--- src/rtl/sbsram_pkg.sv ---
package sbsram_pkg;
  localparam int LANE_W = 9;

  // Low address bits of beat k for a burst that began at s
  function automatic logic [1:0] beat_low(input logic ilv, input logic [1:0] s,
                                          input logic [1:0] k);
    return ilv ? (s ^ k) : (s + k);
  endfunction
endpackage

--- src/rtl/sbsram_burst_ctr.sv ---
module sbsram_burst_ctr
  import sbsram_pkg::*;
(
  input  logic       clk,
  input  logic       rst_n,
  input  logic       start,
  input  logic       step,
  input  logic       ilv,
  input  logic [1:0] start_lo,
  output logic [1:0] beat_lo
);
  logic [1:0] seed_q, cnt_q, cur_q;

  always_comb begin
    if (start) beat_lo = start_lo;
    else       beat_lo = beat_low(ilv, seed_q, cnt_q + 2'd1);
  end

  always_ff @(posedge clk or negedge rst_n) begin
    if (!rst_n) begin
      seed_q <= '0;
      cnt_q  <= '0;
      cur_q  <= '0;
    end else if (start) begin
      seed_q <= start_lo;
      cnt_q  <= '0;
      cur_q  <= start_lo;
    end else if (step) begin
      cnt_q  <= cnt_q + 2'd1;
      cur_q  <= beat_lo;
    end
  end

  // a start loads the given low bits as the current beat
  a_r2_start_load: assert property (@(posedge clk) disable iff (!rst_n)
    start |=> cur_q == $past(start_lo));
  // linear advance moves the low bits by one
  a_r3_linear_step: assert property (@(posedge clk) disable iff (!rst_n)
    (step && !start && !ilv) |=> cur_q == $past(cur_q) + 2'd1);
  // the advance after the fourth beat returns to the seed
  a_r5_wrap: assert property (@(posedge clk) disable iff (!rst_n)
    (step && !start && cnt_q == 2'd3) |=> cur_q == seed_q);
endmodule

--- src/rtl/sbsram_array.sv ---
module sbsram_array
  import sbsram_pkg::*;
#(
  parameter int ADDR_W = 6,
  parameter int BYTES  = 2
) (
  input  logic                      clk,
  input  logic                      rst_n,
  input  logic                      wr_en,
  input  logic [ADDR_W-1:0]         addr,
  input  logic [BYTES-1:0]          be,
  input  logic [BYTES*LANE_W-1:0]   wdata,
  input  logic                      par_en,
  output logic [BYTES*LANE_W-1:0]   rd_word
);
  localparam int DW    = BYTES * LANE_W;
  localparam int DEPTH = 1 << ADDR_W;

  logic [DW-1:0] mem [DEPTH];
  logic [DW-1:0] cur_word, merged, par_mask;

  assign cur_word = mem[addr];

  for (genvar i = 0; i < BYTES; i++) begin : g_lane
    localparam int LO = i * LANE_W;
    assign merged[LO +: LANE_W-1] = be[i] ? wdata[LO +: LANE_W-1]
                                          : cur_word[LO +: LANE_W-1];
    assign merged[LO+LANE_W-1]    = (be[i] && par_en) ? wdata[LO+LANE_W-1]
                                                      : cur_word[LO+LANE_W-1];
    assign par_mask[LO +: LANE_W] = {par_en, {(LANE_W-1){1'b1}}};

    // a lane whose enable is low keeps its data bits
    a_r6_lane_keep: assert property (@(posedge clk) disable iff (!rst_n)
      (wr_en && !be[i]) |=> mem[$past(addr)][LO +: LANE_W-1]
                            == $past(cur_word[LO +: LANE_W-1]));
    // with the ninth bit disabled, a write leaves it untouched
    a_r7_par_drop: assert property (@(posedge clk) disable iff (!rst_n)
      (wr_en && !par_en) |=> mem[$past(addr)][LO+LANE_W-1]
                             == $past(cur_word[LO+LANE_W-1]));
  end

  assign rd_word = cur_word & par_mask;

  always_ff @(posedge clk or negedge rst_n) begin
    if (!rst_n) begin
      for (int w = 0; w < DEPTH; w++) mem[w] <= '0;
    end else if (wr_en) begin
      mem[addr] <= merged;
    end
  end
endmodule

--- src/rtl/sbsram_outpath.sv ---
module sbsram_outpath #(
  parameter int DW = 18
) (
  input  logic          clk,
  input  logic          rst_n,
  input  logic          sleep,
  input  logic          pipe,
  input  logic          single_desel,
  input  logic          desel,
  input  logic          rd_beat,
  input  logic [DW-1:0] rd_word,
  output logic [DW-1:0] rdata,
  output logic          rvalid
);
  logic [DW-1:0] s1_d, s2_d;
  logic          s1_v, s2_v, held_q;

  always_ff @(posedge clk or negedge rst_n) begin
    if (!rst_n) begin
      s1_d <= '0; s1_v <= 1'b0; held_q <= 1'b0;
      s2_d <= '0; s2_v <= 1'b0;
    end else if (sleep) begin
      s1_d <= '0; s1_v <= 1'b0; held_q <= 1'b0;
      s2_d <= '0; s2_v <= 1'b0;
    end else begin
      s2_d <= s1_d;
      s2_v <= s1_v;
      if (rd_beat) begin
        s1_d <= rd_word; s1_v <= 1'b1; held_q <= 1'b0;
      end else if (desel && !single_desel && s1_v && !held_q) begin
        held_q <= 1'b1;
      end else begin
        s1_d <= '0; s1_v <= 1'b0; held_q <= 1'b0;
      end
    end
  end

  always_comb begin
    if (sleep) begin
      rdata = '0; rvalid = 1'b0;
    end else if (pipe) begin
      rdata = s2_d; rvalid = s2_v;
    end else begin
      rdata = s1_d; rvalid = s1_v;
    end
  end

  // a flow-through read shows up in the next cycle
  a_r8_flow_latency: assert property (@(posedge clk) disable iff (!rst_n)
    (rd_beat && !pipe && !sleep) |=> (rvalid || sleep || pipe));
  // single-cycle deselect empties the first stage at once
  a_r11_single_drop: assert property (@(posedge clk) disable iff (!rst_n)
    (!sleep && desel && single_desel && !rd_beat) |=> !s1_v);
  // dual-cycle deselect holds the last word one more cycle
  a_r12_dual_hold: assert property (@(posedge clk) disable iff (!rst_n)
    (!sleep && desel && !single_desel && s1_v && !held_q && !rd_beat)
      |=> (s1_v && $stable(s1_d)));
  // standby clears the output stage
  a_r13_standby_clear: assert property (@(posedge clk) disable iff (!rst_n)
    sleep |=> !s1_v);
endmodule

--- src/rtl/sbsram_core.sv ---
module sbsram_core
  import sbsram_pkg::*;
#(
  parameter int ADDR_W = 6,
  parameter int BYTES  = 2
) (
  input  logic                     clk,
  input  logic                     rst_n,
  input  logic                     order_ilv,
  input  logic                     out_pipe,
  input  logic                     desel_single,
  input  logic                     sleep,
  input  logic                     par_en,
  input  logic                     ce,
  input  logic                     we,
  input  logic [BYTES-1:0]         be,
  input  logic                     start,
  input  logic                     adv,
  input  logic [ADDR_W-1:0]        addr,
  input  logic [BYTES*LANE_W-1:0]  wdata,
  output logic [BYTES*LANE_W-1:0]  rdata,
  output logic                     rvalid
);
  localparam int DW    = BYTES * LANE_W;
  localparam int HI_W  = ADDR_W - 2;

  logic            active_q;
  logic [HI_W-1:0] base_q;
  logic            start_g, step_g, access, wr_en, rd_beat;
  logic [1:0]      beat_lo;
  logic [ADDR_W-1:0] acc_addr;
  logic [DW-1:0]   rd_word;

  assign start_g  = !sleep && ce && start;
  assign step_g   = !sleep && ce && !start && adv && active_q;
  assign access   = start_g || step_g;
  assign wr_en    = access && we;
  assign rd_beat  = access && !we;
  assign acc_addr = start_g ? addr : {base_q, beat_lo};

  always_ff @(posedge clk or negedge rst_n) begin
    if (!rst_n) begin
      active_q <= 1'b0;
      base_q   <= '0;
    end else if (!sleep) begin
      if (start_g) begin
        active_q <= 1'b1;
        base_q   <= addr[ADDR_W-1:2];
      end else if (!ce) begin
        active_q <= 1'b0;
      end
    end
  end

  sbsram_burst_ctr u_ctr (
    .clk      (clk),
    .rst_n    (rst_n),
    .start    (start_g),
    .step     (step_g),
    .ilv      (order_ilv),
    .start_lo (addr[1:0]),
    .beat_lo  (beat_lo)
  );

  sbsram_array #(.ADDR_W(ADDR_W), .BYTES(BYTES)) u_array (
    .clk     (clk),
    .rst_n   (rst_n),
    .wr_en   (wr_en),
    .addr    (acc_addr),
    .be      (be),
    .wdata   (wdata),
    .par_en  (par_en),
    .rd_word (rd_word)
  );

  sbsram_outpath #(.DW(DW)) u_out (
    .clk          (clk),
    .rst_n        (rst_n),
    .sleep        (sleep),
    .pipe         (out_pipe),
    .single_desel (desel_single),
    .desel        (!ce),
    .rd_beat      (rd_beat),
    .rd_word      (rd_word),
    .rdata        (rdata),
    .rvalid       (rvalid)
  );

  // a deselect ends the burst, so a following lone advance touches nothing
  a_r11_burst_end: assert property (@(posedge clk) disable iff (!rst_n)
    (!sleep && !ce) |=> !step_g);
  // standby keeps the burst alive
  a_r13_keep_burst: assert property (@(posedge clk) disable iff (!rst_n)
    sleep |=> active_q == $past(active_q));
endmodule

--- config.mk ---
export PLATFORM = sky130hd
export DESIGN_NAME = sbsram_core
export DESIGN_NICKNAME = d
export VERILOG_FILES = /design/src/rtl/sbsram_pkg.sv /design/src/rtl/sbsram_burst_ctr.sv /design/src/rtl/sbsram_array.sv /design/src/rtl/sbsram_outpath.sv /design/src/rtl/sbsram_core.sv
export SDC_FILE = /design/constraint.sdc
export NUM_CORES = 2
export LEC_CHECK = 0
export ABC_AREA = 1
export ABC_CLOCK_PERIOD_IN_PS = 3400
export BUFFER_PORTS_ARGS = -buffer_cell sky130_fd_sc_hd__buf_2
export CAP_MARGIN = 20
export CORE_ASPECT_RATIO = 1.4
export CORE_UTILIZATION = 50
export DETAILED_ROUTE_END_ITERATION = 12
export PLACE_DENSITY = 0.65
export SYNTH_ARGS = -nofsm -noshare
export SYNTH_HDL_FRONTEND = slang
export SYNTH_SLANG_ARGS = --single-unit
--- constraint.sdc ---
create_clock -name clk -period 3.4 [get_ports clk]
set_clock_uncertainty 0.1 [all_clocks]
set_input_delay 0.68 -clock clk [delete_from_list [all_inputs] [get_ports clk]]
set_output_delay 0.68 -clock clk [all_outputs]
set_load 0.02 [all_outputs]
* Yosys cells after proc, flatten, opt, wreduce, memory -nomap -nowiden
Index checks and enable logic that the tools add are counted.
** Word-level totals
- Input port bits :: 37
- Bits in registers :: 1200
- Output and inout port bits :: 19
** Cells by class
- Bitwise gates (word level) :: 4
- Mux-type cells :: 31
- Reductions and logical operators :: 23
- $lt $le $gt $ge :: 2
- $add $sub $neg :: 2
- Eq/ne operators :: 2
** Operators with widths (count)
- bitwise mux 1152 bit :: 1
- 2-to-1 mux 18 bit :: 9
- binary-select mux 18 bit (select 6 bit) :: 1
- demux 18 bit (select 6 bit) :: 1
- AND 18 bit :: 1
- 2-to-1 mux 8 bit :: 2
- logical AND 1 bit :: 13
- 2-to-1 mux 1 bit :: 13
- greater-or-equal comparator 7 bit, second input constant :: 1
- < comparator 7 x 1 -> 1 bit, second input constant :: 1
- inverter 6 -> 7 bit :: 1
- zero test 1 bit :: 6
- 2-to-1 mux 2 bit :: 3
- 2-to-1 mux 6 bit :: 1
- AND reduction 2 bit :: 2
- != test 3 bit, second input constant :: 1
- adder 2 x 1 -> 2 bit, second input constant :: 1
- adder 2 bit :: 1
- != test 2 x 1 -> 1 bit, second input constant :: 1
- nonzero test 2 bit :: 1
- XOR 2 bit :: 1
- logical OR 1 bit :: 1
- inverter 1 bit :: 1

* Logic depth before layout (Yosys ltp)
- Word-level depth :: 11
- Mapped depth :: 22

* Hierarchy
A second synthesis with hierarchy kept.
** Unflattened totals
- Cells, all modules :: 8970
- Area, all modules :: 61938.2 µm²
** Modules (own cells, without submodules)
- sbsram_array :: instances 1, cells an instance 8701, area each 59687.2 µm²
- sbsram_outpath :: instances 1, cells an instance 192, area each 1700.4 µm²
- sbsram_core :: instances 1, cells an instance 43, area each 304.0 µm²
- sbsram_burst_ctr :: instances 1, cells an instance 34, area each 246.5 µm²

* Worst setup path before layout
No wires, ideal clock.
- Path kind :: input to register
- Start :: input port sleep
- End :: register u_array.mem[338] in the netlist's numbering
- Stages :: 20
- Slack :: 0.583 ns
- Required time :: 3.182 ns
- Data arrival time :: 2.599 ns
- Buffers on the path :: 4
- Path through :: inv_2 nand3_4 inv_2 nand2_1 nand3_4 nand2_4 buf_6 buf_2 buf_2 nand2_1 nand2_1 nand2_1 nand2_1 nand2_1 nand2_1 nor2_1 nand3_2 buf_2 nand3_1 nand2_1
** Between the ends
- Longest elaborated chain between the ends :: 10
- Elaborated cells between the ends (all ways) :: 20
- Those cells by class :: 2 x order compare; 8 x mux; 1 x bitwise; 9 x reduce/logical
** RTL lines
- from (decl) :: RTL line sbsram_core.sv:12 : input logic sleep,
- zero test 1 bit (*)
- logical AND 1 bit (*) :: RTL line sbsram_core.sv:34, sbsram_core.sv:35
- logical AND 1 bit :: RTL line sbsram_core.sv:34 : assign start_g = !sleep && ce && start;
- 2-to-1 mux 6 bit :: RTL line sbsram_core.sv:39 : assign acc_addr = start_g ? addr : {base_q, beat_lo};
- inverter 6 -> 7 bit (not written as such) :: RTL line sbsram_array.sv:22, sbsram_array.sv:48
- greater-or-equal comparator 7 bit (not written as such), or another cell as far along :: RTL line sbsram_array.sv:48 : mem[addr] <= merged;
- logical AND 1 bit (not written as such) / 2-to-1 mux 18 bit (equally long branches) :: RTL line sbsram_array.sv:48, sbsram_array.sv:22
- 2-to-1 mux 18 bit (on tied branches) :: RTL line sbsram_array.sv:48, sbsram_array.sv:22
- demux 18 bit (select 6 bit) / 2-to-1 mux 8 bit (equally long branches) :: RTL line sbsram_array.sv:48, sbsram_array.sv:26
- bitwise mux 1152 bit :: RTL line sbsram_array.sv:48
- to (signal, indexed assignment) :: RTL line sbsram_array.sv:48
- to (decl) :: RTL line sbsram_array.sv:19 : logic [DW-1:0] mem [DEPTH];
Mark *: on every way between the ends. The rest lies on a longest branch, timed or not. The select of a mux whose other input is x is not followed.
A chain may end at the register's enable or synchronous reset.

* Worst setup path after layout
- Start :: register u_ctr.cnt_q[0]
- End :: register u_array.mem[582] in the netlist's numbering
** Between the ends
- Longest elaborated chain between the ends :: 10
- Elaborated cells between the ends (all ways) :: 16
- Those cells by class :: 2 x add/sub; 2 x order compare; 9 x mux; 2 x bitwise; 1 x reduce/logical
** RTL lines
- from (decl) :: RTL line sbsram_burst_ctr.sv:12 : logic [1:0] seed_q, cnt_q, cur_q;
- from (signal assigned) :: RTL line sbsram_burst_ctr.sv:29 : cnt_q <= cnt_q + 2'd1;
- adder 2 x 1 -> 2 bit (*) :: RTL line sbsram_burst_ctr.sv:16 : else beat_lo = beat_low(ilv, seed_q, cnt_q + 2'd1);
- adder 2 bit / XOR 2 bit (equally long branches) :: RTL line sbsram_pkg.sv:7 : return ilv ? (s ^ k) : (s + k);
- 2-to-1 mux 2 bit (*) :: RTL line sbsram_pkg.sv:7
- 2-to-1 mux 6 bit (*) :: RTL line sbsram_core.sv:39
- inverter 6 -> 7 bit (not written as such) (*) :: RTL line sbsram_array.sv:22, sbsram_array.sv:48
- greater-or-equal comparator 7 bit (not written as such), or another cell as far along :: RTL line sbsram_array.sv:48
- logical AND 1 bit (not written as such) / 2-to-1 mux 18 bit (equally long branches) :: RTL line sbsram_array.sv:48, sbsram_array.sv:22
- 2-to-1 mux 18 bit (on tied branches) :: RTL line sbsram_array.sv:48, sbsram_array.sv:22
- demux 18 bit (select 6 bit) / 2-to-1 mux 8 bit (equally long branches) :: RTL line sbsram_array.sv:48, sbsram_array.sv:26
- bitwise mux 1152 bit (*) :: RTL line sbsram_array.sv:48
Marked as above.

==> metrics.md <==
| Metric | Value |
|---|---|
| Status | finished, violations left |
| Failing checks | negative setup slack |
| Worst-path fanout max | 32 |
| Clock Tree Root | clkbuf_16 |
| Total Wirelength | 261300 µm |
| RSZ-0062 raised after global routing | true |
| I/O pin cnt | 56 |
| Initial antenna violation count | 6 |
| DP HPWL | ~160000 µm |
| Wire length per cell | 24.26 µm |
| Slew Limit Fails | 0 |
| HP Start | desel_single |
| Post-Syn Area per Cell | 6.958 µm² |
| FF+latch count, synth | 1200 |
| Starting density of the core | 50.35% |
| Syn nets | 8888 |
| Max Cap Viol | 0 |
| Cell area after synthesis | 0.06158 mm² |
| All-Layer GR Usage | roughly 40% |
| Cells after Synth | a little under 9000 |
| Max Fclk | 291.8 MHz |
| H-tree depth | 3 |
| Worst hold margin | 56.67 ps |
| Yosys cell types | 33 |
| Die W | 298.6 µm |
| Worst slew margin | 34.94% |
| Layout cell share with drive strength beyond 1 | 12.85% |
| WP data required | just under 4000 ps |
| Worst r2r src | u_ctr.cnt_q[0]$_DFFE_PN0N_ |
| Crit path kind | reg -> reg |
| PwrDens | 622.7 mW/mm² |
| Clk buf depth | 3 |
| Minimum clock period | 3428 ps |
| Pin count of the biggest net entering global routing | 150 |
| Drt pass-1 iters | 6 |
| Num rows | 152 |
| Vias | 62649 |
| Register area share after synthesis | between 40% and 50% |
| Worst-Margin Slew | 975.9 ps |
| CP endpoint kind | register |
| Total gr overflow | 0 |
| Final setup viols | 22 |
| CTS tree | built |
| Die area | approximately 0.12 mm² |
| Crit path DAT | between 3000 and 4000 ps |
| Nets@finish | 9085 |
| Vias in the first global route | about 60000 |
| Final worst-path setup slack | -27.53 ps |
| Die height | 417.2 µm |
| First-pass GRT wire length | 374700 µm |
| Skew-Pair Late Insertion Delay | between 700 and 800 ps |
| Remaining DRCs | 0 |
| Input/output buffers | 55 |
| Core region area | approximately 0.12 mm² |
| First-iteration detailed-routing DRC count | 8444 |
| Clock sink total | 1200 |
| Fin util | 60.26% |
| P&R area growth vs syn | 19.67% |
| Num CTS Buffers | 121 |
| Clk slew on worst S/H paths | roughly 70 ps |
| Critical path startpoint category | register |
| Maximum VDD drop | 0.4898 mV |
| Worst setup startpoint | u_ctr.cnt_q[0]$_DFFE_PN0N_ |
| Endpoints failing hold | 0 |
| Hold crit path type | in -> reg |
| Fin crit share | 100.8% |
| Ys Warns | 0 |
| DRT antenna net count | 0 |
| Gp weighted congestion | just under 1 |
| Via/cell ratio | 5.816 |
| Static Leak | ~42 nW |
## worst paths after layout
kind	end	slack, ps	depth (start not counted)
setup / recovery	u_array.mem[582]$_DFFE_PN0P_	-30	21
hold / removal	u_out.held_q$_DFF_PN0_	60	3
setup reg to reg	u_array.mem[582]$_DFFE_PN0P_	-30	21
hold reg to reg	u_array.mem[944]$_DFFE_PN0P_	380	2
max in group asynchronous	u_array.mem[446]$_DFFE_PN0P_	1680	4
min in group asynchronous	u_array.mem[1049]$_DFFE_PN0P_	290	2
## report_power, final
group	internal, W	switching (W)
combinational	0.00517	0.0103
clock	0.00796	0.00620
sequential	0.0156	0.000711
## sequential cells by signal, summed over array words and instances (netlist names)
signal / flops
u_ctr.seed_q: 2
u_ctr.cnt_q: 2
u_out.s2_d: 18
u_out.held_q: 1
active_q: 1
u_out.s1_v: 1
u_array.mem: 1152
base_q: 4
u_out.s2_v: 1
u_out.s1_d: 18
## per-layer routing
layer / track usage [%] / up-vias / routed length, µm
met2: 62.41 / 3713 / 117100
met1: 49.18 / 30125 / 94290
met3: 7.671 / 963 / 26500
li1: - / 27846 / -
met4: 29.80 / 2 / 23390
met5: 0 / - / 11
## through the flow
step / cell area, µm² / setup slack (ps) / cells / total power [W] / TNS (ps)
after global routing: 73690 / -34.54 / 10770 / 0.04708 / -896.8
final: 73690 / -27.53 / 10772 / 0.04588 / -245.1
after CTS: 72390 / -2.997 / 10721 / 0.04399 / -2.997
after floorplan: 61580 / 582.8 / 8850 / 0.02298 / 0
after detailed placement: 67600 / -762.3 / 10472 / 0.02949 / -646670
after global placement: 67600 / -698.3 / 10472 / 0.02938 / -591680
## cell type report
class	instances	area, µm²
Sequential cell	1200	30030
Antenna cell	2	5.005
Multi-Input combinational cell	6881	28870
Clock buffer	175	3535
Inverter	176	683.2
Fill cell	11220	48600
Timing Repair Buffer	667	7980
Clock inverter	54	569.3
Tap cell	1617	2023
## cells in the final DEF, fill, tap and decap left out, types with 3 or more instances in the layout
cell,netlist,final
clkbuf_8,0,24
nor2_4,41,62
nand4_1,16,16
clkinv_2,0,31
a21oi_1,19,19
nor2_2,34,45
dfrtp_1,1200,1200
clkinvlp_4,0,6
nand2_8,0,6
inv_1,91,89
inv_2,81,81
nand4_4,0,4
nand2_1,5336,5282
nand2_4,4,13
or2_4,0,17
nand3_4,2,16
buf_2,289,54
buf_8,0,5
o21ai_1,4,3
buf_12,0,167
buf_16,0,20
buf_6,8,22
bufinv_16,0,10
nand3_1,1178,1174
nor2_1,99,67
o21ai_0,90,90
inv_4,3,4
clkbuf_16,0,148
clkbuf_1,183,27
buf_4,12,371
nand2_2,9,50
clkinv_4,0,4
nand3_2,14,4
bufbuf_16,0,3
## cells by family (layout without fill, tap and decap cells)
kind of cell | count (synthesis) | count (layout) | synth area share [%]
AND/OR/NAND/NOR | 6761 | 6763 | 44.77
AO/OA/AOI/OAI | 117 | 117 | 0.9774
buffers and inverters | 771 | 1072 | 5.470
flip-flops | 1200 | 1200 | 48.77
adder cells (fa/ha/maj) | 1 | 1 | 0.02032
other | 0 | 2 | 0
## synthesized netlist by cell type, drive strengths merged
master	instances	share of area (%)
a21oi	19	0.15
buf	412	3.3
clkbuf	183	1.1
clkinv	1	0.0061
dfrtp	1200	49
ha	1	0.020
inv	175	1.1
nand2	5349	33
nand3	1194	9.9
nand3b	2	0.024
nand4	20	0.24
nor2	175	1.7
o211ai	1	0.012
o21ai	95	0.79
o22ai	2	0.020
or2	20	0.20
or4	1	0.012
## critical path: stages (launching register included)
cell and delay, ps:
dfrtp_1 390, inv_2 90, ha_4 140, nand2_1 70
nand2_2 110, nand4_4 140, nand2_8 170, clkinv_8 120
buf_12 180, buf_4 180, buf_4 160, nand2_1 70
nand2_1 50, nand2_1 140, nand2_1 160, nand2_2 120
nand2_2 110, nor2_4 160, nand3_4 120, buf_12 190
nand3_1 130, nand2_1 60
## what timing repair did
item | CTS | global route
gates resized for setup | 69 | 118
pin swaps | 7 | 20
hold buffers | 1 | 0
setup endpoints to repair | 1144 | 1163
buffers inserted | 9 | 19
cloned | 10 | 30
endpoints found under the hold margin | 47 | 0
(Power assumes the default switching activity.)
